File: src/rtl/pmc_pkg.sv
package pmc_pkg;

    typedef enum logic [1:0] {
        RD_IDLE  = 2'd0,
        RD_DATA  = 2'd1,
        RD_FAULT = 2'd2
    } rd_state_e;

    localparam int IDX_W     = 32;
    localparam int DATA_W    = 64;
    localparam int LOW_W     = 32;
    localparam int NUM_MSB   = 29;
    localparam int BANK_BIT  = 30;
    localparam int SHORT_BIT = 31;

endpackage

File: src/rtl/pmc_idx_decode.sv
module pmc_idx_decode
    import pmc_pkg::*;
#(
    parameter int NUM_GP  = 4,
    parameter int NUM_FIX = 3,
    parameter int SLOT_W  = 2
) (
    input  logic [IDX_W-1:0]  idx,
    output logic              bank_fix,
    output logic              short_rd,
    output logic              gp_hit,
    output logic              fix_hit,
    output logic [SLOT_W-1:0] slot
);

    logic [NUM_MSB:0] number;

    assign number   = idx[NUM_MSB:0];
    assign bank_fix = idx[BANK_BIT];
    assign short_rd = idx[SHORT_BIT];

    // Full-width compare so large numbers never alias onto a real slot
    assign gp_hit  = !idx[BANK_BIT] && (number < (NUM_MSB+1)'(NUM_GP));
    assign fix_hit =  idx[BANK_BIT] && (number < (NUM_MSB+1)'(NUM_FIX));
    assign slot    = number[SLOT_W-1:0];

endmodule

File: src/rtl/pmc_ctr_bank.sv
module pmc_ctr_bank
    import pmc_pkg::*;
#(
    parameter int COUNT  = 4,
    parameter int WIDTH  = 48,
    parameter int SLOT_W = 2
) (
    input  logic              clk,
    input  logic              rst_n,
    input  logic              wr_en,
    input  logic [SLOT_W-1:0] wr_slot,
    input  logic [LOW_W-1:0]  wr_low,
    input  logic [SLOT_W-1:0] rd_slot,
    output logic [DATA_W-1:0] rd_value
);

    logic [WIDTH-1:0] ctr_q [COUNT];
    logic [WIDTH-1:0] ext_val;

    generate
        if (WIDTH > LOW_W) begin : g_sign_fill
            localparam int HI_W = WIDTH - LOW_W;
            assign ext_val = {{HI_W{wr_low[LOW_W-1]}}, wr_low};
        end else begin : g_narrow
            assign ext_val = wr_low[WIDTH-1:0];
        end
    endgenerate

    always_ff @(posedge clk) begin
        if (!rst_n) begin
            for (int i = 0; i < COUNT; i++) begin
                ctr_q[i] <= '0;
            end
        end else if (wr_en) begin
            for (int i = 0; i < COUNT; i++) begin
                if (wr_slot == SLOT_W'(i)) begin
                    ctr_q[i] <= ext_val;
                end
            end
        end
    end

    always_comb begin
        rd_value = '0;
        for (int i = 0; i < COUNT; i++) begin
            if (rd_slot == SLOT_W'(i)) begin
                rd_value[WIDTH-1:0] = ctr_q[i];
            end
        end
    end

endmodule

File: src/rtl/pmc_access_port.sv
module pmc_access_port
    import pmc_pkg::*;
#(
    parameter int NUM_GP   = 4,
    parameter int NUM_FIX  = 3,
    parameter int GP_W     = 48,
    parameter int FIX_W    = 40,
    parameter int VERSION  = 2,
    parameter int MASK_LEN = 7
) (
    input  logic              clk,
    input  logic              rst_n,
    input  logic              rd_req,
    input  logic [IDX_W-1:0]  rd_idx,
    output logic              rd_valid,
    output logic              rd_err,
    output logic [DATA_W-1:0] rd_data,
    input  logic              wr_req,
    input  logic [IDX_W-1:0]  wr_idx,
    input  logic [DATA_W-1:0] wr_data,
    output logic              wr_err,
    output logic [31:0]       cap_word,
    output logic [12:0]       cap_fixed
);

    localparam int MAX_N  = (NUM_GP > NUM_FIX) ? NUM_GP : NUM_FIX;
    localparam int SLOT_W = (MAX_N > 1) ? $clog2(MAX_N) : 1;

    rd_state_e         state_q, state_d;
    logic [DATA_W-1:0] data_q;
    logic              wr_err_q;

    logic              rd_bank_fix, rd_short, rd_gp_hit, rd_fix_hit;
    logic [SLOT_W-1:0] rd_slot;
    logic              wr_space_unused, wr_short_unused, wr_gp_hit, wr_fix_hit;
    logic [SLOT_W-1:0] wr_slot;
    logic [DATA_W-1:0] gp_val, fix_val, sel_val, shaped_val;
    logic              rd_hit;
    logic [LOW_W-1:0]  wr_upper_unused;

    assign wr_upper_unused = wr_data[DATA_W-1:LOW_W];

    pmc_idx_decode #(.NUM_GP(NUM_GP), .NUM_FIX(NUM_FIX), .SLOT_W(SLOT_W)) rd_dec_i (
        .idx      (rd_idx),
        .bank_fix (rd_bank_fix),
        .short_rd (rd_short),
        .gp_hit   (rd_gp_hit),
        .fix_hit  (rd_fix_hit),
        .slot     (rd_slot)
    );

    pmc_idx_decode #(.NUM_GP(NUM_GP), .NUM_FIX(NUM_FIX), .SLOT_W(SLOT_W)) wr_dec_i (
        .idx      (wr_idx),
        .bank_fix (wr_space_unused),
        .short_rd (wr_short_unused),
        .gp_hit   (wr_gp_hit),
        .fix_hit  (wr_fix_hit),
        .slot     (wr_slot)
    );

    pmc_ctr_bank #(.COUNT(NUM_GP), .WIDTH(GP_W), .SLOT_W(SLOT_W)) gp_bank_i (
        .clk      (clk),
        .rst_n    (rst_n),
        .wr_en    (wr_req && wr_gp_hit),
        .wr_slot  (wr_slot),
        .wr_low   (wr_data[LOW_W-1:0]),
        .rd_slot  (rd_slot),
        .rd_value (gp_val)
    );

    pmc_ctr_bank #(.COUNT(NUM_FIX), .WIDTH(FIX_W), .SLOT_W(SLOT_W)) fix_bank_i (
        .clk      (clk),
        .rst_n    (rst_n),
        .wr_en    (wr_req && wr_fix_hit),
        .wr_slot  (wr_slot),
        .wr_low   (wr_data[LOW_W-1:0]),
        .rd_slot  (rd_slot),
        .rd_value (fix_val)
    );

    assign rd_hit     = rd_gp_hit || rd_fix_hit;
    assign sel_val    = rd_bank_fix ? fix_val : gp_val;
    assign shaped_val = rd_short ? {{(DATA_W-LOW_W){1'b0}}, sel_val[LOW_W-1:0]} : sel_val;

    // Next-state logic
    always_comb begin
        state_d = RD_IDLE;
        if (rd_req) begin
            state_d = rd_hit ? RD_DATA : RD_FAULT;
        end
    end

    // State and captured data registers
    always_ff @(posedge clk) begin
        if (!rst_n) begin
            state_q  <= RD_IDLE;
            data_q   <= '0;
            wr_err_q <= 1'b0;
        end else begin
            state_q  <= state_d;
            if (rd_req) begin
                data_q <= rd_hit ? shaped_val : '0;
            end
            wr_err_q <= wr_req && !(wr_gp_hit || wr_fix_hit);
        end
    end

    // Outputs from state
    always_comb begin
        rd_valid = 1'b0;
        rd_err   = 1'b0;
        rd_data  = '0;
        unique case (state_q)
            RD_IDLE: begin
            end
            RD_DATA: begin
                rd_valid = 1'b1;
                rd_data  = data_q;
            end
            RD_FAULT: begin
                rd_valid = 1'b1;
                rd_err   = 1'b1;
            end
            default: begin
            end
        endcase
    end

    assign wr_err    = wr_err_q;
    assign cap_word  = {8'(MASK_LEN), 8'(GP_W), 8'(NUM_GP), 8'(VERSION)};
    assign cap_fixed = {8'(FIX_W), 5'(NUM_FIX)};

endmodule

File: config.mk
export PLATFORM = sky130hd
export DESIGN_NAME = pmc_access_port
export DESIGN_NICKNAME = d
export VERILOG_FILES = /design/src/rtl/pmc_pkg.sv /design/src/rtl/pmc_idx_decode.sv /design/src/rtl/pmc_ctr_bank.sv /design/src/rtl/pmc_access_port.sv
export SDC_FILE = /design/constraint.sdc
export NUM_CORES = 1
export LEC_CHECK = 0
export ABC_CLOCK_PERIOD_IN_PS = 12400
export BUFFER_PORTS_ARGS = -buffer_cell sky130_fd_sc_hd__buf_2
export CAP_MARGIN = 20
export CORE_ASPECT_RATIO = 0.9
export CORE_MARGIN = 5
export CORE_UTILIZATION = 60
export DETAILED_ROUTE_END_ITERATION = 8
export GPL_TIMING_DRIVEN = 0
export PLACE_DENSITY = 0.95
export REMOVE_ABC_BUFFERS = 1
export SKIP_CTS_REPAIR_TIMING = 1
export SLEW_MARGIN = 0
export SYNTH_ARGS = -nofsm -noshare
export SYNTH_HDL_FRONTEND = slang
export SYNTH_SLANG_ARGS = --single-unit
File: constraint.sdc
create_clock -name clk -period 12.4 [get_ports clk]
set_input_delay 2.48 -clock clk [delete_from_list [all_inputs] [get_ports clk]]
set_output_delay 2.48 -clock clk [all_outputs]
set_load 0.03 [all_outputs]
==> flow_summary.yaml <==
logic_synthesis:
  synth-simple-area-share_pct: 16.02
  synth_compound_area_share_pct: 7.192
  number_of_library_cell_types_mapped_by_synthesis: 44
  synth_top_area_share_pct: 54.85
  synth_seq_cells: 261
  synth_top_cell_by_area: "edfxtp_1"
  async_flop_share_pct: 0
  synthMuxAreaShare_pct: 7.845
  synth-xor-area-share_pct: 0
  synth_top_flop_cell: "edfxtp_1"
  yosys.area_share.adder_pct: 0.2040
  yosys_warnings: 0
  ys_seq_area_share_pct: 60.89
  syn_inst: 957
  synth-edff-count: 224
  synth_top_cells_by_area: "edfxtp_1, mux2i_1, dfxtp_1"
  synth_area_sq_um: 12260
  dominant_combinational_cell_family_by_area_after_synthesis: "simple AND/OR/NAND/NOR gates"
  synthesis.area_per_instance_sq_um: 12.82
route:
  wire_per_inst_microns: 22.83
  route.vias.total: 8279
  detailedRoute.firstPassIterationCount: 5
  drc_errors: 0
  routed_wirelength_mm: 30.93
  drt.antenna.violating_nets: 0
  viasPerCell: 6.110
  drt-initial-drc-count: 906
power:
  sw_frac_of_total_pct: 23.16
  powerDensity_nw_per_um2: 140.0
  power.clock.fraction_pct: 41.0
  ir_worst_vdd_mv: 0.1253
  power_report.internal_total_uw: 1521
  power.leakage_uw: 0.005799
  p_sw_uw: 458.3
  sequentialPowerShare_pct: 50.5
  p_comb_share_pct: 8.5
timing:
  hold_violations: 0
  setup_total_negative_slack_ps: 0
  finalSetupViolations: 0
  maxSlewViolCount: 0
  final.setup_skew_ps: 12.02
  transition_at_the_pin_with_the_smallest_max_transition_slack_ps: 1113
  rsz0062_at_grt: "false"
  finalWorstPathRequiredPeriod_ps: 4679
  post-route-period-util_pct: 37.73
  timing.max_slew.rel_slack_pct: 25.79
  fmax_mhz: 213.7
run:
  timing.max_cap.violations: 0
clock_tree:
  htree_num_levels: 1
  clock_tree_from_tritoncts: "yes"
  max-clock-path-buffers: 3
  clk_pin_slew_worst_paths_ps: 60
  clock_latency_ps: 530
  cts.sinks: 261
  cts_root_buf: "clkbuf_16"
  numCtsBuffers: 26
worst_hold_path:
  hold_depth: 2
  hold_path_class: "register to register"
place:
  detailed_place.area_sq_um: 13230
  gp_congestion: 0.7371
  dpl.hpwl_mm: 18.79
  placement.io_buffers: 149
setup_path:
  ff2ff_path_depth: 3
  timing.critical_path.fanout_max: 19
  worstPathRequired_ps: 9920
  critical_path_cell_by_cell: "inv_1 -> ha_1 -> buf_8 -> and2_1 -> buf_2"
  crit_path_max_incr_delay_ps: 580
  critical-path-slowest-cell: "ha_1"
  timing.setup.critical_path_class: "register to output pin"
  timing.critical_path.to_type: "output pin"
  critical_path_data_arrival_time_ps: 2200
  start_kind: "register"
die:
  die_height_microns: 145.6
  floorplan.initialDensity_pct: 61.17
  fp.coreArea_sq_um: 20050
  die_w_microns: 160.7
  rows: 49
  io_pins: 244
  die-area_sq_um: 23400
final_layout:
  final_cell_mix: "edfxtp_1, buf_2, nor2_1, mux2i_1, nand2_1"
  layout-area-overhead-vs-synth_pct: 15.27
  final_common_cell: "edfxtp_1"
  design.final.nets: 1213
  post_route_cells_drive_above_1_share_pct: 25.11
  stdcell_area_sq_um: 14140
global_route:
  grt_first_pass_wirelength_mm: 47.50
  antenna_found_initial: 1
  first_global_vias: 8820
  grt_max_degree: 78
  track_usage_pct: 25.76
  grt.overflow.total: 0
run_status:
  status: "complete, no violations"
[power groups by stage]
stage                     clock network (uW)  registers [uW]  logic [uW]
after global placement                     0            1020         144
after floorplan                            0            1020        85.5
final                                    812             999         168
after CTS                                812             999         165
after detailed placement                   0            1020         163
after global routing                     851            1000         177
[metal layers]
layer	up-vias	wire length, microns	global-route usage, %
met5	-	0	0
met4	0	930	9.851
met3	90	3438	5.126
met2	570	15550	43.99
met1	4011	11020	32.70
li1	3608	-	-
[cell usage after synthesis (3+ instances only)]
master    count
buf_4        75
buf_6         7
nor2_4       29
nor4_1        9
a41o_1       31
or4_1         4
edfxtp_1    224
nor4_2        5
and3b_1      31
a22oi_1      31
buf_12        3
nand4_1       3
nand2_1      70
dfxtp_1      37
o211ai_1     31
o31ai_1       6
buf_2        11
nand3_1       6
mux2i_1      95
buf_1         3
inv_1         4
nor2b_1       3
nor2_1      103
and2_1       66
clkbuf_1     45
[through the flow]
step                      power [uW]  cells  setup WS (ps)  hold slack, ps  util (%)
after global placement          1163   1276           2431           430.3     62.92
after detailed placement        1180   1305           7347           443.8     65.99
after floorplan                 1101    872           5389           416.7         -
after global routing            2030   1355           7549           493.9     70.52
after CTS                       1976   1353           7429           458.0     70.43
final                           1979   1355           7721           455.4     70.52
[final cells by class]
type,instances,area (sq um)
flip-flops and latches,261,7467
fillers,1244,5911
multi-input cells,606,4193
repair buffers,179,1246
clock buffers,36,739.5
well taps,255,319.1
clock inverters,12,151.4
inverters,5,18.77
diodes,1,2.502
[path summary, 6_finish.rpt]
path / start / end / slack (ps)
worst max-delay path: state_q[1] / rd_data[36] / 7720
worst min register to register: data_q[46] / data_q[46] / 460
worst max register to register: fix_bank_i.ctr_q[0][81] / data_q[1] / 11110
worst min-delay path: data_q[46] / data_q[46] / 460
[logic make-up (layout without fill, tap and decap cells)]
group           after synthesis  after routing
buf+inv                     149            232
simple gates                340            340
flops                       261            261
other cells                   2             62
compound gates              107            107
fa+ha+maj                     2              2
mux                          96             96
[state kept, by name, indices dropped and copies added, names as in the netlist]
name              cells
data_q               34
fix_bank_i.ctr_q     96
gp_bank_i.ctr_q     128
state_q               2
wr_err                1
[critical path: cells and delay by family (launching register included)]
kind / cells / cell delay (ps)
adders and majority gates: 1 / 580
and+or+nand+nor: 1 / 250
buffers and inverters: 3 / 530
DFF: 1 / 310
(Power assumes the default switching activity.)
